### src/rtl/rxq_pkg.sv
package rxq_pkg;

    typedef enum logic {
        DREQ_SINGLE = 1'b0,
        DREQ_BURST  = 1'b1
    } dreq_mode_e;

    typedef struct packed {
        logic trig;
        logic idle;
    } rxq_event_t;

    // Threshold for a select code, scaled from the queue depth.
    function automatic int unsigned trig_level(int unsigned depth, logic [1:0] sel);
        case (sel)
            2'd0:    return 1;
            2'd1:    return depth / 4;
            2'd2:    return depth / 2;
            default: return (depth > 8) ? depth - 8 : depth;
        endcase
    endfunction

endpackage

### src/rtl/rxq_store.sv
module rxq_store #(
    parameter int DEPTH = 64,
    parameter int DW    = 8,
    localparam int CW   = $clog2(DEPTH + 1),
    localparam int AW   = (DEPTH > 1) ? $clog2(DEPTH) : 1
) (
    input  logic          clk,
    input  logic          rst,
    input  logic          flush,
    input  logic [CW-1:0] cap,
    input  logic          wr_req,
    input  logic [DW-1:0] wr_data,
    input  logic          rd_req,
    output logic [DW-1:0] rd_data,
    output logic [CW-1:0] count,
    output logic          wr_fire,
    output logic          rd_fire,
    output logic          drop
);

    logic [DW-1:0] mem [DEPTH];
    logic [AW-1:0] wptr, rptr;

    function automatic logic [AW-1:0] bump(logic [AW-1:0] p);
        return (p == AW'(DEPTH - 1)) ? '0 : p + 1'b1;
    endfunction

    always_comb begin
        rd_fire = rd_req && (count != '0) && !flush;
        wr_fire = wr_req && !flush && ((count < cap) || rd_fire);
        drop    = wr_req && !flush && !wr_fire;
    end

    always_ff @(posedge clk) begin
        if (wr_fire) mem[wptr] <= wr_data;
    end

    always_ff @(posedge clk) begin
        if (rst) begin
            wptr    <= '0;
            rptr    <= '0;
            count   <= '0;
            rd_data <= '0;
        end else if (flush) begin
            wptr  <= '0;
            rptr  <= '0;
            count <= '0;
        end else begin
            if (wr_fire) wptr <= bump(wptr);
            if (rd_fire) begin
                rptr    <= bump(rptr);
                rd_data <= mem[rptr];
            end
            case ({wr_fire, rd_fire})
                2'b10:   count <= count + 1'b1;
                2'b01:   count <= count - 1'b1;
                default: count <= count;
            endcase
        end
    end

    // count never exceeds the storage depth
    assert_no_overflow_R4: assert property (@(posedge clk) disable iff (rst)
        count <= CW'(DEPTH));

    // an empty read leaves the data output untouched
    assert_empty_read_R5: assert property (@(posedge clk) disable iff (rst)
        (rd_req && count == '0) |=> $stable(rd_data));

endmodule

### src/rtl/rxq_timer.sv
module rxq_timer #(
    parameter int TO_CHARS = 4,
    localparam int TW      = $clog2(TO_CHARS + 1)
) (
    input  logic clk,
    input  logic rst,
    input  logic enable,
    input  logic restart,
    input  logic nonempty,
    input  logic char_tick,
    output logic timeout
);

    logic [TW-1:0] idle_cnt;

    always_ff @(posedge clk) begin
        if (rst || restart) begin
            idle_cnt <= '0;
        end else if (char_tick && idle_cnt != TW'(TO_CHARS)) begin
            idle_cnt <= idle_cnt + 1'b1;
        end
    end

    assign timeout = enable && nonempty && (idle_cnt == TW'(TO_CHARS));

    // activity always removes the timeout in the next cycle
    assert_restart_R7: assert property (@(posedge clk) disable iff (rst)
        restart |=> !timeout);

endmodule

### src/rtl/rxq_dreq.sv
module rxq_dreq
    import rxq_pkg::*;
(
    input  logic       clk,
    input  logic       rst,
    input  logic       flush,
    input  dreq_mode_e mode,
    input  logic       nonempty,
    input  rxq_event_t ev,
    output logic       rxrdy_n
);

    logic armed;
    logic burst_act;

    assign burst_act = nonempty && (armed || ev.trig || ev.idle);

    always_ff @(posedge clk) begin
        if (rst || flush || mode != DREQ_BURST) armed <= 1'b0;
        else                                    armed <= burst_act;
    end

    always_comb begin
        if (mode == DREQ_BURST) rxrdy_n = !burst_act;
        else                    rxrdy_n = !nonempty;
    end

    // the request is never active on an empty queue
    assert_req_needs_data_R8: assert property (@(posedge clk) disable iff (rst)
        !rxrdy_n |-> nonempty);

    // in burst discipline an active request releases only on drain
    assert_hold_until_empty_R9: assert property (@(posedge clk) disable iff (rst)
        (mode == DREQ_BURST && !rxrdy_n && !flush)
            |=> (!rxrdy_n || !nonempty || mode != DREQ_BURST));

endmodule

### src/rtl/rx_dma_fifo.sv
module rx_dma_fifo
    import rxq_pkg::*;
#(
    parameter int DEPTH    = 64,
    parameter int DW       = 8,
    parameter int TO_CHARS = 4,
    localparam int CW      = $clog2(DEPTH + 1)
) (
    input  logic          clk,
    input  logic          rst,
    input  logic          wr_en,
    input  logic [DW-1:0] wr_data,
    input  logic          rd_en,
    input  logic          fifo_en,
    input  logic          dma_mode,
    input  logic [1:0]    trig_sel,
    input  logic          char_tick,
    output logic [DW-1:0] rd_data,
    output logic [CW-1:0] level,
    output logic          trig_hit,
    output logic          timeout,
    output logic          overrun,
    output logic          rxrdy_n
);

    logic          fen_q;
    logic          flush;
    logic [CW-1:0] cap;
    logic          wr_fire, rd_fire, drop;
    logic          nonempty;
    dreq_mode_e    mode;
    rxq_event_t    ev;

    always_ff @(posedge clk) begin
        if (rst) fen_q <= fifo_en;
        else     fen_q <= fifo_en;
    end

    assign flush    = (fifo_en != fen_q);
    assign cap      = fifo_en ? CW'(DEPTH) : CW'(1);
    assign nonempty = (level != '0);
    assign mode     = (fifo_en && dma_mode) ? DREQ_BURST : DREQ_SINGLE;

    rxq_store #(.DEPTH(DEPTH), .DW(DW)) u_store (
        .clk     (clk),
        .rst     (rst),
        .flush   (flush),
        .cap     (cap),
        .wr_req  (wr_en),
        .wr_data (wr_data),
        .rd_req  (rd_en),
        .rd_data (rd_data),
        .count   (level),
        .wr_fire (wr_fire),
        .rd_fire (rd_fire),
        .drop    (drop)
    );

    assign trig_hit = fifo_en && (level >= CW'(trig_level(DEPTH, trig_sel)));

    rxq_timer #(.TO_CHARS(TO_CHARS)) u_timer (
        .clk       (clk),
        .rst       (rst),
        .enable    (fifo_en),
        .restart   (wr_fire || rd_fire || flush || !nonempty),
        .nonempty  (nonempty),
        .char_tick (char_tick),
        .timeout   (timeout)
    );

    assign ev.trig = trig_hit;
    assign ev.idle = timeout;

    rxq_dreq u_dreq (
        .clk      (clk),
        .rst      (rst),
        .flush    (flush),
        .mode     (mode),
        .nonempty (nonempty),
        .ev       (ev),
        .rxrdy_n  (rxrdy_n)
    );

    always_ff @(posedge clk) begin
        if (rst)       overrun <= 1'b0;
        else if (drop) overrun <= 1'b1;
    end

    // the overrun flag is sticky
    assert_sticky_overrun_R4: assert property (@(posedge clk) disable iff (rst)
        overrun |=> overrun);

    // holding-register mode never stores more than one character
    assert_hold_cap_R3: assert property (@(posedge clk) disable iff (rst)
        !fen_q |-> level <= CW'(1));

endmodule

### config.mk
export PLATFORM = sky130hd
export DESIGN_NAME = rx_dma_fifo
export DESIGN_NICKNAME = d
export VERILOG_FILES = /design/src/rtl/rxq_pkg.sv /design/src/rtl/rxq_store.sv /design/src/rtl/rxq_timer.sv /design/src/rtl/rxq_dreq.sv /design/src/rtl/rx_dma_fifo.sv
export SDC_FILE = /design/constraint.sdc
export NUM_CORES = 1
export LEC_CHECK = 0
export BUFFER_PORTS_ARGS = -buffer_cell sky130_fd_sc_hd__buf_2
export CAP_MARGIN = 20
export CORE_ASPECT_RATIO = 0.9
export CORE_MARGIN = 3
export CORE_UTILIZATION = 50
export DETAILED_ROUTE_END_ITERATION = 7
export GPL_ROUTABILITY_DRIVEN = 0
export PLACE_DENSITY_LB_ADDON = 0.1
export SYNTH_ARGS = -nofsm -noshare
export SYNTH_HDL_FRONTEND = slang
export SYNTH_SLANG_ARGS = --single-unit
### constraint.sdc
create_clock -name clk -period 3.5 [get_ports clk]
set_input_delay 0.35 -clock clk [delete_from_list [all_inputs] [get_ports clk]]
set_output_delay 0.35 -clock clk [all_outputs]
set_load 0.05 [all_outputs]
Word level (Yosys, flattened, before mapping)
Memories as Yosys holds them, arrays and structs flattened. A register that Yosys moved wholly into a read port is not among the register bits.
Cells that the tools add are included.
- register bits after elaboration: 25
- bits in latches: 0
- memories kept: 1
- word-level logic and storage cells: 64
- memory bits (writable): 512
- input port bits: 17
- ROM bits: 0
- equal/unequal tests: 9
- add/sub/neg operators: 5
- reduce and logical (&&, ||, !) cells: 29
- $mul: 0
- multiplexer cells: 9
- shift-type cells: 0
- divide/modulo/power cells: 0
- magnitude comparators: 2
- bitwise operators: 2
- memories (memory ; words ; bits a word ; rd ports ; clocked after memory_dff ; write ports ; RTL line ; source):
    u_store.mem ; 64 ; 8 ; 1 ; 1 ; 1 ; rxq_store.sv:21 ; logic [DW-1:0] mem [DEPTH];
- operator list (operator ; count):
    case mux 6 bit (3 select lines) ; 1
    case mux 7 bit (2 select lines) ; 1
    adder 6 x 1 -> 6 bit (second input constant) ; 2
    equality test 6 bit (second input constant) ; 2
    two-way mux 6 bit ; 2
    logical AND 1 bit ; 11
    logical OR 1 bit ; 9
    adder 7 x 1 -> 7 bit (second input constant) ; 1
    greater-or-equal comparator 7 bit ; 1
    less-than comparator 7 bit ; 1
    two-way mux 7 bit ; 1
    nonzero test 7 bit ; 1
    subtractor 7 x 1 -> 7 bit (second input constant) ; 1
    equality test 2 x 1 -> 1 bit (second input constant) ; 2
    equality test 2 bit (second input constant) ; 2
    zero test 1 bit ; 4
    two-way mux 1 bit ; 4
    adder 3 x 1 -> 3 bit (second input constant) ; 1
    equality test 3 bit (second input constant) ; 1
    inequality test 3 bit (second input constant) ; 1
    zero test 2 bit ; 1
    NOT 1 bit ; 2
    AND reduction 2 bit ; 1
    nonzero test 2 bit ; 1
    other kinds (2) ; 2

Logic depth before layout (Yosys ltp)
Gate-level depths: netlist of run 1.
- depth in word-level cells: 9
- mapped depth: 12
- depth with buffers taken out: 12

By module
A second synthesis of run 1 with hierarchy kept.
- cell total of the unflattened synthesis: 1218
- area, all modules: 22125.0 um2
- by module, submodules not included (module ; cells each ; instances ; sequential area each (um2) ; area an instance (um2)):
    rxq_store ; 1168 ; 1 ; 15915.3 ; 21670.8
    rx_dma_fifo ; 27 ; 1 ; 40.0 ; 214.0
    rxq_timer ; 18 ; 1 ; 60.1 ; 190.2
    rxq_dreq ; 5 ; 1 ; 20.0 ; 50.0

Worst setup path before layout of run 1
Ideal clock, no wire load.
- kind: register -> output
- start: reg u_store.count[0]
- end: out rxrdy_n
- data arrival time: 4046 ps
- path buffers: 0
- stages on the path, launching flop included: 9
- setup slack: -896 ps
- required time: 3150 ps
- cells stage by stage: dfxtp_1 -> inv_1 -> ha_1 -> or4b_1 -> a21oi_1 -> nor2b_1 -> o21ai_1 -> a21oi_1 -> o41ai_1
- longest elaborated chain between the ends: 7
- ends and longest elaborated chain (item ; RTL line ; source):
    start, declared ; rxq_store.sv:15 ; output logic [CW-1:0] count,
    start signal, assigned ; rxq_store.sv:55 ; 2'b10: count <= count + 1'b1;
    start signal, assigned ; rxq_store.sv:56 ; 2'b01: count <= count - 1'b1;
    start signal, assigned ; rxq_store.sv:57 ; default: count <= count;
    greater-or-equal comparator 7 bit ; rx_dma_fifo.sv:59 ; assign trig_hit = fifo_en && (level >= CW'(trig_level(DEPTH, trig_sel)));
    logical AND 1 bit ; rx_dma_fifo.sv:59 ;
    via trig_hit ; rx_dma_fifo.sv:20 ; output logic trig_hit,
    logical OR 1 bit (2 in series) ; rxq_dreq.sv:16 ; assign burst_act = nonempty && (armed || ev.trig || ev.idle);
    logical AND 1 bit ; rxq_dreq.sv:16 ;
    zero test 1 bit ; rxq_dreq.sv:24 ; if (mode == DREQ_BURST) rxrdy_n = !burst_act;
    two-way mux 1 bit ; rxq_dreq.sv:24 ;
    end, declared ; rx_dma_fifo.sv:23 ; output logic rxrdy_n
The timed path passes the listed nets, and every way through them passes these cells.

Final worst setup path of run 1
- start: reg u_store.count[0]
- end: out rxrdy_n
- longest elaborated chain between the ends: 7
- ends and longest elaborated chain (item ; RTL line):
    greater-or-equal comparator 7 bit or nonzero test 7 bit (tied branches) ; rx_dma_fifo.sv:59, rx_dma_fifo.sv:41
    logical AND 1 bit, on equally long branches ; rx_dma_fifo.sv:59, rxq_timer.sv:24
    logical OR 1 bit or logical AND 1 bit (tied branches) ; rxq_dreq.sv:16, rxq_timer.sv:24
    logical OR 1 bit ; rxq_dreq.sv:16
    logical AND 1 bit ; rxq_dreq.sv:16
    zero test 1 bit ; rxq_dreq.sv:24
    two-way mux 1 bit (*) ; rxq_dreq.sv:24
Mark *: on every way between the ends. The rest lies on a longest branch, timed or not.

==> results of run 1 <==
## state kept, by name, indices dropped and copies added, names as in the netlist, 3 cells and up
name and flops:
u_store.wptr 6, u_store.rd_data 8, u_timer.idle_cnt 3, u_store.rptr 6, u_store.mem 512, u_store.count 7
## report_power, final
| group | total [mW] | switching, mW | internal, mW | leakage, nW |
|---|---|---|---|---|
| sequential | 7.15 | 0.0198 | 7.13 | 4.87 |
| clock | 5.52 | 2.35 | 3.17 | 0.826 |
| combinational | 0.394 | 0.273 | 0.121 | 2.36 |
## stage by stage
stage               utilization, %  hold WS, ns  setup WS (ns)
floorplan                        -        0.378         0.0462
global placement              54.8        0.494          0.519
global route                  58.8       0.0925        0.00682
CTS                           58.8       0.0384        0.00713
detailed placement            54.8        0.509          0.483
finish                        58.8       0.0759          0.130
## layout make-up
cell class,instances,area (sq um)
clock buffer,75,1480
clock inverter,24,205
fill,3208,17500
inverter,19,76.3
multi-input combinational,551,5380
sequential,545,16000
tap,547,684
timing repair buffer,151,1110
## kinds of logic (layout without fill, tap and decap cells)
group / count (synthesis) / in the layout / synth area share, %
AO/OA/AOI/OAI: 117 / 117 / 3.85
XOR/XNOR: 13 / 13 / 0.522
adder cells (fa/ha/maj): 16 / 16 / 0.953
buffers and inverters: 81 / 269 / 1.88
flip-flops: 545 / 545 / 73.5
multiplexers: 173 / 173 / 14.1
AND/OR/NAND/NOR: 232 / 232 / 5.12
## worst register-to-register path, cell delays in order, from the launching register on
cell and delay [ns]:
sky130_fd_sc_hd__dfxtp_1 0.35, sky130_fd_sc_hd__or4_4 0.58, sky130_fd_sc_hd__o31a_1 0.27, sky130_fd_sc_hd__o21ai_1 0.27, sky130_fd_sc_hd__nand3_1 0.38, sky130_fd_sc_hd__buf_4 0.29, sky130_fd_sc_hd__nor2_1 0.29, sky130_fd_sc_hd__buf_4 0.26
## timing repair
item,CTS,global route
hold buffers,1,0
gates resized for setup,0,2
setup buffers,0,0
hold endpoints to repair,1,0
setup endpoints to repair,0,1
## layout by cell type, fill, tap and decap left out, drive strengths merged, types with 5 or more instances in the layout
| cell type | instances |
|---|---|
| nor2 | 115 |
| and3 | 7 |
| mux2 | 9 |
| o21ai | 15 |
| buf | 150 |
| clkbuf | 75 |
| nor3 | 14 |
| a31oi | 5 |
| nor2b | 22 |
| edfxtp | 512 |
| a221oi | 6 |
| dfxtp | 33 |
| xnor2 | 9 |
| a211oi | 13 |
| nand2 | 27 |
| or3 | 6 |
| o22ai | 12 |
| ha | 15 |
| a311oi | 7 |
| clkinv | 22 |
| mux4 | 107 |
| mux2i | 57 |
| nand3 | 17 |
| inv | 18 |
| a22oi | 9 |
| a21oi | 18 |
## worst min-delay path by stage
| stage | startpoint | to | cells after the start |
|---|---|---|---|
| 5_1_grt | rd_en | u_store.rptr[1] | 3 |
| 3_5_place_dp | overrun | overrun | 2 |
| 4_1_cts | char_tick | u_timer.idle_cnt[2] | 3 |
| 6_report | char_tick | u_timer.idle_cnt[2] | 3 |
| 2_1_floorplan | fifo_en | fen_q | 0 |
| 3_3_place_gp | overrun | overrun | 2 |
## routing by layer
| metal | global-route usage, % | vias up | share of wire, % |
|---|---|---|---|
| met2 | 34.1 | 439 | 45 |
| met5 | 0 | - | 0 |
| met4 | 7.24 | 0 | 2.9 |
| met1 | 34.1 | 5986 | 44 |
| met3 | 4.81 | 87 | 8.1 |
| li1 | - | 5034 | - |
==> results.md, run 1 <==
- Data on the critical path is required at its endpoint by 3.15 ns.
- For the pin with the worst max-slew slack, the measured transition is 1.02 ns.
- CTS placed an instance of sky130_fd_sc_hd__clkbuf_16 at the clock tree root.
- The startpoint of the lowest-slack register-to-register path is u_store.count[3].
- Headroom to the max-slew limit came out at 32.1%.
- The first global-routing pass estimated between 70000 and 80000 um of wire.
- The leakage power summed over all cells is 8.06 nW.
- The sequential-to-total area share from yosys stat is 73.5%.
- The routed design has between 50000 and 60000 um of wire.
- 36 I/O pins were placed.
- The floorplan die area is 0.0462 sq mm.
- The final number of setup-violating endpoints is 0.
- The number of antenna diodes in the final layout is 0.
- The final critical delay including setup and external delays is around 3.4 ns.
- For this design, the slowest cell found on the critical path is sky130_fd_sc_hd__or4b_1.
- The total congestion overflow after global routing is 0.
- The floorplan has 71 rows.
- sky130_fd_sc_hd__edfxtp_1 takes more of the synthesized area than any other cell.
- The area of the core is about 0.042 sq mm.
- The all-layer global routing usage is 22.8%.
- The post-route cell area is between 0.02 and 0.025 sq mm.
- The post-layout net count is 1355.
- In this run the deepest clock path goes through 3 buffers.
- The total standard cell area after synthesis is approximately 0.022 sq mm.
- The critical path goes through inv_1 > ha_1 > or4b_1 > a21oi_1 > nor2b_1 > o21ai_1 > a21oi_1 > o41ai_4 > buf_4.
- The die is 226 um wide.
- After routing, the total negative slack on setup checks comes to 0 ns.
- The number of pins exceeding their max-slew limit in the final report is 0.
- In this run the power density over the cells is 523 mW/mm^2.
- After synthesis, the cell types taking the most area are sky130_fd_sc_hd__edfxtp_1, sky130_fd_sc_hd__mux4_2, sky130_fd_sc_hd__dfxtp_1, sky130_fd_sc_hd__mux2i_1, sky130_fd_sc_hd__nor2_1.
- For this design, the sink count on the clock tree is 545.
- Yosys mapped a number of flops with a built-in enable equal to 512.
- In the synthesized netlist, the number of instances is 1177.
- The yosys synthesis warning count is 0.
- TritonCTS built the clock tree.
- The via count of the first global-routing pass is 11700.
- The beginning of the critical path is u_store.count[0].
- Of all nets on the critical path, the largest fanout is 5.
- Once the floorplan was initialized, standard cells occupied roughly half of the core.
- From synthesis to final layout, the design area changed by 14.6%.
- The pin count of the biggest net entering global routing is 49.
- The number of standard cells in the layout, taps in and fillers out is 1912.
- The destination of the critical timing path is rxrdy_n.
- The worst hold path belongs to the class input port to register.
- The clock transition at the registers of the reported paths is about 0.060 ns.
- The total of flip-flops plus latches after synthesis is 545.
- In this design, the critical path's most frequently occurring cell is sky130_fd_sc_hd__a21oi_1.
- Input and output buffers added on the ports amount to 35.
- The run finished with clean final reports.
- Based on the critical path, the design can be clocked at up to 0.297 GHz.
- The total power after layout is about 13 mW.
- STA puts the critical path data arrival time at 3.02 ns.
- The setup slack of the worst register-to-register path is 0.52 ns.
- The largest incremental delay on the critical path is 0.46 ns.
- The final critical path takes up between 90% and 100% of the cycle.
- The chip height is 204 um.
- By instance count, the leading cell after synthesis is sky130_fd_sc_hd__edfxtp_1.
- The kind of critical path is register to output pin.
- Sorting the synthesized cells by how often they occur yields sky130_fd_sc_hd__edfxtp_1, sky130_fd_sc_hd__nor2_1, sky130_fd_sc_hd__mux4_2.
- Yosys mapped the design onto around 70 distinct sky130hd cell types.
- The critical path crosses 9 cells after its start point.
- The critical path capture point type is an output pin.
- The category of cells accounting for the largest share of critical-path delay is compound AO/OA/AOI/OAI gates.
- Clock tree synthesis inserted a total of 54 buffers.
- The net count after synthesis is about 1200.
- The number of endpoints with negative hold slack in the final report is 0.
- The worst setup skew after layout is 0.00993 ns.
- The number of remaining DRC errors is 0.
- The number of antenna violations at the first check in global routing came to 0.
- In the final layout, the share of cells above drive strength 1 is 25.9%.
- Summed over all nets, the half-perimeter wirelength after detailed placement is around 33000 um.
- The fraction of post-synthesis cell area in the top cell type by area is 70.5%.
- The max-capacitance violation count is 0.
- The critical path buffer and inverter count is 2.
- At the later pin of the worst-skew pair, clock insertion delay measures 0.60 ns.
- The worst setup path is launched from a register.
- The worst reg2reg path endpoint is u_store.mem[55][1].
- The count of cells along the worst register-to-register path is 7.
- IR analysis of the VDD net gives a maximum drop of 0.386 mV.
- The final routed wire length divided by cell count is 26.7 um.
- Dividing the detail-routed via count by the number of cells gives about 6.0.
- The total placed instance area is ~0.023 sq mm.
- The number of DRC markers after the initial detailed-route iteration is 1237.
- The first TritonRoute pass finished after 5 iterations.
- The proportion of synthesized flip-flops having asynchronous set or reset is 0%.
- The count of nets left with antenna violations once routing finished came out at 0.
- The routed layout has roughly 12000 vias.
- Setup repair after global routing left no endpoint under its margin.
- The H-tree level count is 2.
- The most used flip-flop cell after synthesis is sky130_fd_sc_hd__edfxtp_1.
- In this run, placement finished with an instance count of 1812.
- Each instance of the synthesized netlist takes up on average 18.5 sq um.
(Power assumes the default switching activity.)
==> inputs of run 2 (changes only) <==
--- a/config.mk
+++ b/config.mk
@@ -7,9 +7,9 @@
 export LEC_CHECK = 0
 export BUFFER_PORTS_ARGS = -buffer_cell sky130_fd_sc_hd__buf_2
 export CAP_MARGIN = 20
-export CORE_ASPECT_RATIO = 0.9
+export CORE_ASPECT_RATIO = 1.5
 export CORE_MARGIN = 3
-export CORE_UTILIZATION = 50
+export CORE_UTILIZATION = 54
 export DETAILED_ROUTE_END_ITERATION = 7
 export GPL_ROUTABILITY_DRIVEN = 0
 export PLACE_DENSITY_LB_ADDON = 0.1
==> constraint.sdc (replaced) <==
create_clock -name clk -period 3.5 [get_ports clk]
set_input_delay 0.35 -clock clk [delete_from_list [all_inputs] [get_ports clk]]
set_output_delay 0.35 -clock clk [all_outputs]
set_load 0.01 [all_outputs]
==> run 2 against run 1 <==
Sequential cell count unchanged; combinational power down 6.3%; core utilization up 3.5 points; largest cell class unchanged.
==> results.md, run 2 (synthesis gave the netlist of run 1 again) <==
- Run status: finished clean (unchanged).
- The largest incremental delay on the critical path is 0.62 ns (was 0.46 ns).
- The number of port buffers was 35 (unchanged).
- The worst setup skew after layout was 0.0217 ns (was 0.00993 ns).
- The number of standard cells in the layout, taps in and fillers out is 1854 (was 1912).
- The via density per instance is 6.14 (was 6.04).
- The initial cell density of the core was 55.0% (was 51.3%).
- The cell with the largest stage delay on the worst path is sky130_fd_sc_hd__nand3_1 (was sky130_fd_sc_hd__or4b_1).
- The all-layer global routing usage came to 23.7% (was 22.8%).
- Regs by FF count: u_store.mem (512), u_store.rd_data (8), u_store.count (7) (unchanged).
- The register containing the most flip-flops in the final layout is u_store.mem (unchanged).
- The post-route cell area is 0.0247 sq mm (was 0.0250 sq mm).
- The final critical delay including setup and external delays was 3.30 ns (was 3.37 ns).
- The leading cell type in the layout, fill and taps excluded is sky130_fd_sc_hd__edfxtp_1 (unchanged).
- The max-capacitance violation count is 0 (unchanged).
- The highest metal layer with signal wires is met5 (was met4).
- The deepest clock path buffer count came to 3 (unchanged).
- The clock transition at the registers of the reported paths is 0.06 ns (about the same).
- The fill cell total of the finished layout is 2871 (was 3208).
- The total power after layout is 12.6 mW (was 13.1 mW).
- The final routed wire length divided by cell count was 27.1 um (was 26.7 um).
- The number of antenna violations at the first check in global routing is 1 (was 0).
- The category of cells accounting for the largest share of critical-path delay is simple AND/OR/NAND/NOR gates (was compound AO/OA/AOI/OAI gates).
- The floorplan die area is 0.0429 sq mm (was 0.0462 sq mm).
- The CTS tree was built (unchanged).
- The post-layout net count is 1350 (was 1355).
- The routed length on met2 came to 25500 um (was 23000 um).
- The vias after detailed routing is 11400 (was 11500).
- The actual slew at the worst max-slew pin is 1.08 ns (was 1.02 ns).
- RSZ-0062 raised after global routing: false (unchanged).
- The pin count of the biggest net entering global routing came to 51 (was 49).
- The post-place setup slack is 0.241 ns (was 0.483 ns).
- The final number of setup-violating endpoints is 0 (unchanged).
- The number of endpoints with negative hold slack in the final report is 0 (unchanged).
- The cell at the root of the clock tree is sky130_fd_sc_hd__clkbuf_16 (unchanged).
- The worst hold-check path type is input port to register (unchanged).
- The utilization after layout came to 62.4% (was 58.8%).
- The fraction of final layout cells sized beyond drive strength 1 is 25.6% (was 25.9%).
- The number of rows created at floorplan was 89 (was 71).
- The final cycle utilization of the critical path is 94.2% (was 96.3%).
- The antenna diode count is 0 (unchanged).
- The number of pins exceeding their max-slew limit in the final report is 0 (unchanged).
- The total instance count after detailed placement is 1764 (was 1812).
- The critical path buffer and inverter count is 1 (was 2).
- The remaining max-slew budget at the tightest pin is 28.0% (was 32.1%).
- The kind of critical path was register to register (was register to output pin).
- The total met3 wirelength after detailed routing came to 2490 um (was 4140 um).
- The insertion delay of the later-clocked pin in the worst-skew pair came to 0.57 ns (was 0.60 ns).
- The H-tree level count is 2 (unchanged).
- The chip height is 252 um (was 204 um).
- The highest net fanout along the worst path came to 12 (was 5).
- The via count of the first global-routing pass is 11700 (about the same).
- The sort of element at the start of the critical path was a register (unchanged).
- The total congestion overflow after global routing came to 0 (unchanged).
- The timing-limited maximum frequency is 0.303 GHz (was 0.297 GHz).
- The final sum of negative setup slack is 0 ns (unchanged).
- The required time at the worst-slack endpoint came to 3.77 ns (was 3.15 ns).
- The number of DRC markers after the initial detailed-route iteration is 1116 (was 1237).
- The wire length of the first global-routing pass is 74500 um (was 76800 um).
- Critical Path, Cell by Cell: or4_4 > o31a_1 > o21ai_1 > and2_4 > nand3_1 > nor2_1 > buf_4 (was inv_1 > ha_1 > or4b_1 > a21oi_1 > nor2b_1 > o21ai_1 > a21oi_1 > o41ai_4 > buf_4).
- The power per cell area is 511 mW/mm^2 (was 523 mW/mm^2).
- The number of placed I/O pins is 36 (unchanged).
- The flip-flop count of the largest register, all copies and words added is 512 (unchanged).
- The total wire length is 50200 um (was 51100 um).
- The peak supply drop is 0.437 mV (was 0.386 mV).
- The first-pass iteration count of the detailed router came to 5 (unchanged).
- The half-perimeter wire length after placement came to 33000 um (was 33400 um).
- The horizontal die dimension was 170 um (was 226 um).
- The final hold slack is 0.119 ns (was 0.0759 ns).
- The count of nets left with antenna violations after detail routing is 0 (unchanged).
- The total placed instance area is 0.0232 sq mm (was 0.0233 sq mm).
- The leakage power summed over all cells is 7.96 nW (was 8.06 nW).
- The area of the core is 0.0396 sq mm (was 0.0425 sq mm).
- The post-route met1 wirelength is 19500 um (was 22500 um).
- The number of remaining DRC errors was 0 (unchanged).
- The worst endpoint data arrival time is 3.57 ns (was 3.02 ns).
- The final worst-path setup slack is 0.204 ns (was 0.130 ns).
- The number of clock buffers inserted by TritonCTS is 50 (was 54).
- Commonest cells after routing, fill and taps aside: sky130_fd_sc_hd__edfxtp_1, sky130_fd_sc_hd__nor2_1, sky130_fd_sc_hd__buf_4 (unchanged).
- The critical path capture point type is a register (was output pin).
- The clock sink count is 545 (unchanged).
- The area added between synthesis and finish came to 13.4% (was 14.6%).
==> run 2: worst paths after layout <==
check                    from             endpoint  slack [ns]  cells after the start
min                 char_tick  u_timer.idle_cnt[2]        0.12                      3
min reg2reg      u_dreq.armed         u_dreq.armed        0.49                      1
max reg2reg  u_store.count[3]   u_store.mem[30][7]        0.20                      7
max          u_store.count[3]   u_store.mem[30][7]        0.20                      7
==> run 2: layout make-up <==
| class | instances | area (sq um) | area share [%] |
|---|---|---|---|
| clock buffer | 60 | 1320 | 5.34 |
| clock inverter | 29 | 201 | 0.815 |
| inverter | 19 | 76.3 | 0.309 |
| multi-input combinational | 551 | 5360 | 21.7 |
| sequential | 545 | 16000 | 64.9 |
| tap | 500 | 626 | 2.53 |
| timing repair buffer | 150 | 1090 | 4.41 |
==> run 2: layer usage <==
layer	vias to the layer above	track usage, %
li1	5017	-
met1	5907	31.0
met2	351	39.5
met3	114	3.55
met4	2	11.4
met5	-	0
==> run 2: report_power, final <==
| group | total, mW | switching (mW) | internal (mW) | leakage [nW] |
|---|---|---|---|---|
| Clock | 5.11 | 2.28 | 2.83 | 0.741 |
| Sequential | 7.15 | 0.0164 | 7.13 | 4.87 |
| Combinational | 0.369 | 0.250 | 0.119 | 2.35 |
| Total | 12.6 | 2.54 | 10.1 | 7.96 |
==> run 2: tightest hold or removal path, stage by stage <==
cell	delay, ns
sky130_fd_sc_hd__buf_2	0.10
sky130_fd_sc_hd__a21oi_1	0.06
sky130_fd_sc_hd__nor3_1	0.12
==> run 2: repair_timing <==
item                                   CTS  global route
gates resized for setup                  0             0
hold buffers                             1             0
endpoints found under the hold margin    1             0
setup buffers                            0             0
==> inputs of run 3 (changes only) <==
--- a/config.mk
+++ b/config.mk
@@ -13,6 +13,7 @@
 export DETAILED_ROUTE_END_ITERATION = 7
 export GPL_ROUTABILITY_DRIVEN = 0
 export PLACE_DENSITY_LB_ADDON = 0.1
+export REMOVE_ABC_BUFFERS = 1
 export SYNTH_ARGS = -nofsm -noshare
 export SYNTH_HDL_FRONTEND = slang
 export SYNTH_SLANG_ARGS = --single-unit
==> run 3 against run 2 <==
Cell count fell by 0.27%; clock skew down 0.0044 ns; clock-buffer cell count up 3; design area increased by 0.23%; wire length increased by 0.58%; sequential cell count unchanged; critical path type is now register to output pin; non-clock buffer count down 7; sequential share of layout area is 0.14 points lower; hold slack worse by 0.010 ns; die area is the same.
==> results.md, run 3 (synthesis gave the netlist of run 1 again) <==
- The final routed wire length divided by cell count is 27.3 um (was 27.1 um).
- The max-capacitance violation count came to 0 (unchanged).
- The number of standard cells in the layout, taps in and fillers out is 1849 (was 1854).
- The critical path capture point type is an output pin (was register).
- The pin count of the biggest net entering global routing is 65 (was 51).
- The clock sink count is 545 (unchanged).
- The final sum of negative setup slack is 0 ns (unchanged).
- The total placed instance area is 0.0231 sq mm (was 0.0232 sq mm).
- The sort of element at the start of the critical path is a register (unchanged).
- The floorplan die area is 0.0429 sq mm (unchanged).
- The post-place setup slack is 0.500 ns (was 0.241 ns).
- The leading cell type in the layout, fill and taps excluded is sky130_fd_sc_hd__edfxtp_1 (unchanged).
- The total congestion overflow after global routing is 0 (unchanged).
- The total power after layout is 13.0 mW (was 12.6 mW).
- The insertion delay of the later-clocked pin in the worst-skew pair is 0.58 ns (was 0.57 ns).
- The total instance count after detailed placement was 1757 (was 1764).
- The final worst-path setup slack is 0.360 ns (was 0.204 ns).
- The all-layer global routing usage came to 24.1% (was 23.7%).
- The final number of setup-violating endpoints came to 0 (unchanged).
- Run status: finished clean (unchanged).
- The fraction of power spent switching nets is 19.8% (was 20.1%).
- The required time at the worst-slack endpoint is 3.15 ns (was 3.77 ns).
- The peak-usage layer in the global routing report is met2 (unchanged).
- Commonest cells after routing, fill and taps aside: sky130_fd_sc_hd__edfxtp_1, sky130_fd_sc_hd__nor2_1, sky130_fd_sc_hd__mux4_2 (was sky130_fd_sc_hd__edfxtp_1, sky130_fd_sc_hd__nor2_1, sky130_fd_sc_hd__buf_4).
- The timing-limited maximum frequency is 0.318 GHz (was 0.303 GHz).
- The CTS tree is built (unchanged).
- The power per cell area is 524 mW/mm^2 (was 511 mW/mm^2).
- The H-tree level count came to 2 (unchanged).
- The worst hold-check path type is input port to register (unchanged).
- The highest net fanout along the worst path is 5 (was 12).
- The remaining max-slew budget at the tightest pin is 27.7% (was 28.0%).
- The area added between synthesis and finish is 13.6% (was 13.4%).
- The area of the multi-input gates was 0.00536 sq mm (unchanged).
- The post-route cell area was 0.0248 sq mm (was 0.0247 sq mm).
- The horizontal die dimension is 170 um (unchanged).
- The number of antenna violations at the first check in global routing came to 1 (unchanged).
- The actual slew at the worst max-slew pin is 1.06 ns (was 1.08 ns).
- The vias after detailed routing was 11300 (was 11400).
- The first-pass iteration count of the detailed router came to 6 (was 5).
- The number of placed I/O pins is 36 (unchanged).
- The number of rows created at floorplan was 89 (unchanged).
- The post-layout net count was 1343 (was 1350).
- The peak supply drop is 0.388 mV (was 0.437 mV).
- The final hold slack is 0.109 ns (was 0.119 ns).
- The met3 track demand over resource is 3.10% (was 3.55%).
- Regs by FF count: u_store.mem (512), u_store.rd_data (8), u_store.count (7) (unchanged).
- The clock transition at the registers of the reported paths is 0.06 ns (about the same).
- The internal cell power is 10.4 mW (was 10.1 mW).
- The deepest clock path buffer count is 3 (unchanged).
- The half-perimeter wire length after placement was 32700 um (was 33000 um).
- The antenna diode count was 0 (unchanged).
- The met1 usage is 32.2% (was 31.0%).
- The initial cell density of the core was 55.0% (unchanged).
- The final critical delay including setup and external delays came to 3.14 ns (was 3.30 ns).
- The fraction of final layout cells sized beyond drive strength 1 is 25.7% (was 25.6%).
- The part of the power in combinational logic is 2.8% (was 2.9%).
- The chip height was 252 um (unchanged).
- The sequential standard cell area is 0.0160 sq mm (about the same).
- The global-route met2 utilization came to 41.2% (was 39.5%).
- The flip-flop count of the largest register, all copies and words added came to 512 (unchanged).
- The number of pins exceeding their max-slew limit in the final report is 0 (unchanged).
- The number of clock buffers inserted by TritonCTS is 50 (unchanged).
- The number of remaining DRC errors is 0 (unchanged).
- The via count of the first global-routing pass is 11700 (about the same).
- RSZ-0062 raised after global routing: false (unchanged).
- The fill cell total of the finished layout came to 2826 (was 2871).
- The share of power burned in registers is 55.1% (was 56.6%).
- The total wire length was 50500 um (was 50200 um).
- The count of nets left with antenna violations after detail routing is 0 (unchanged).
- The worst endpoint data arrival time is 2.79 ns (was 3.57 ns).
- The part of the total power dissipated in the clock network is 42.1% (was 40.5%).
- The leakage power summed over all cells was 7.97 nW (was 7.96 nW).
- The post-CTS setup buffer count came to 0 (unchanged).
- The number of endpoints with negative hold slack in the final report is 0 (unchanged).
- The worst setup skew after layout was 0.0173 ns (was 0.0217 ns).
- The number of DRC markers after the initial detailed-route iteration is 1223 (was 1116).
- The final cycle utilization of the critical path is 89.7% (was 94.2%).
- The switching power summed over all nets is 2.57 mW (was 2.54 mW).
- The utilization after layout is 62.5% (was 62.4%).
- The wire length of the first global-routing pass is 75800 um (was 74500 um).
- The register containing the most flip-flops in the final layout is u_store.mem (unchanged).
- The via density per instance came to 6.12 (was 6.14).
- The kind of critical path is register to output pin (was register to register).
- The number of port buffers is 35 (unchanged).
- The area of the core was 0.0396 sq mm (unchanged).
- The cell at the root of the clock tree was sky130_fd_sc_hd__clkbuf_16 (unchanged).
run 3: cell count changes in the layout (fill, tap and decap cells not counted):
cell,change
sky130_fd_sc_hd__clkbuf_1,+2
sky130_fd_sc_hd__clkbuf_8,+1
sky130_fd_sc_hd__buf_12,-1
sky130_fd_sc_hd__buf_4,-6
sky130_fd_sc_hd__inv_6,+1
sky130_fd_sc_hd__clkinv_8,-1
sky130_fd_sc_hd__dfxtp_2,+1
sky130_fd_sc_hd__dfxtp_1,-1
sky130_fd_sc_hd__clkinv_1,-6
sky130_fd_sc_hd__clkinv_4,+1
sky130_fd_sc_hd__bufinv_16,+4
run 3: what timing repair did:
item                                   CTS  global route
hold buffers                             1             0
setup endpoints to repair                0             1
gates resized for setup                  0             1
endpoints found under the hold margin    1             0
run 3: path summary, 6_finish.rpt:
check	startpoint	to	slack (ns)	depth (start not counted)
hold / removal	char_tick	u_timer.idle_cnt[2]	0.11	3
setup / recovery	u_store.count[0]	rxrdy_n	0.36	9
setup reg to reg	u_store.count[3]	u_store.count[6]	0.59	11
hold reg to reg	u_dreq.armed	u_dreq.armed	0.50	1
run 3: routing by layer:
metal,routed length (um),up-vias,part of all wire (%)
li1,-,5008,-
met1,19800,5834,39
met2,26300,373,52
met3,2810,102,5.6
met4,1660,2,3.3
met5,13,-,0.026
run 3: power groups by stage:
| stage | logic [mW] | registers (mW) | clock network, mW |
|---|---|---|---|
| floorplan | 0.157 | 7.31 | 0 |
| finish | 0.366 | 7.15 | 5.46 |
| global route | 0.398 | 7.15 | 5.82 |
| detailed placement | 0.371 | 7.29 | 0 |
| CTS | 0.372 | 7.15 | 5.56 |
| global placement | 0.363 | 7.29 | 0 |
run 3: area by class of cell:
| cell class | instances | area share [%] |
|---|---|---|
| clock inverter | 28 | 1.21 |
| clock buffer | 63 | 5.41 |
| multi-input combinational | 551 | 21.6 |
| timing repair buffer | 143 | 4.14 |
| sequential | 545 | 64.8 |
| tap | 500 | 2.52 |
| inverter | 19 | 0.308 |
run 3: critical path, stage by stage, from the launching register on:
cell	delay, ns
sky130_fd_sc_hd__dfxtp_2	0.38
sky130_fd_sc_hd__inv_1	0.11
sky130_fd_sc_hd__ha_1	0.29
sky130_fd_sc_hd__or4b_1	0.46
sky130_fd_sc_hd__a21oi_1	0.18
sky130_fd_sc_hd__nor2b_1	0.06
sky130_fd_sc_hd__o21ai_1	0.11
sky130_fd_sc_hd__a21oi_1	0.12
sky130_fd_sc_hd__o41ai_1	0.33
sky130_fd_sc_hd__buf_2	0.18
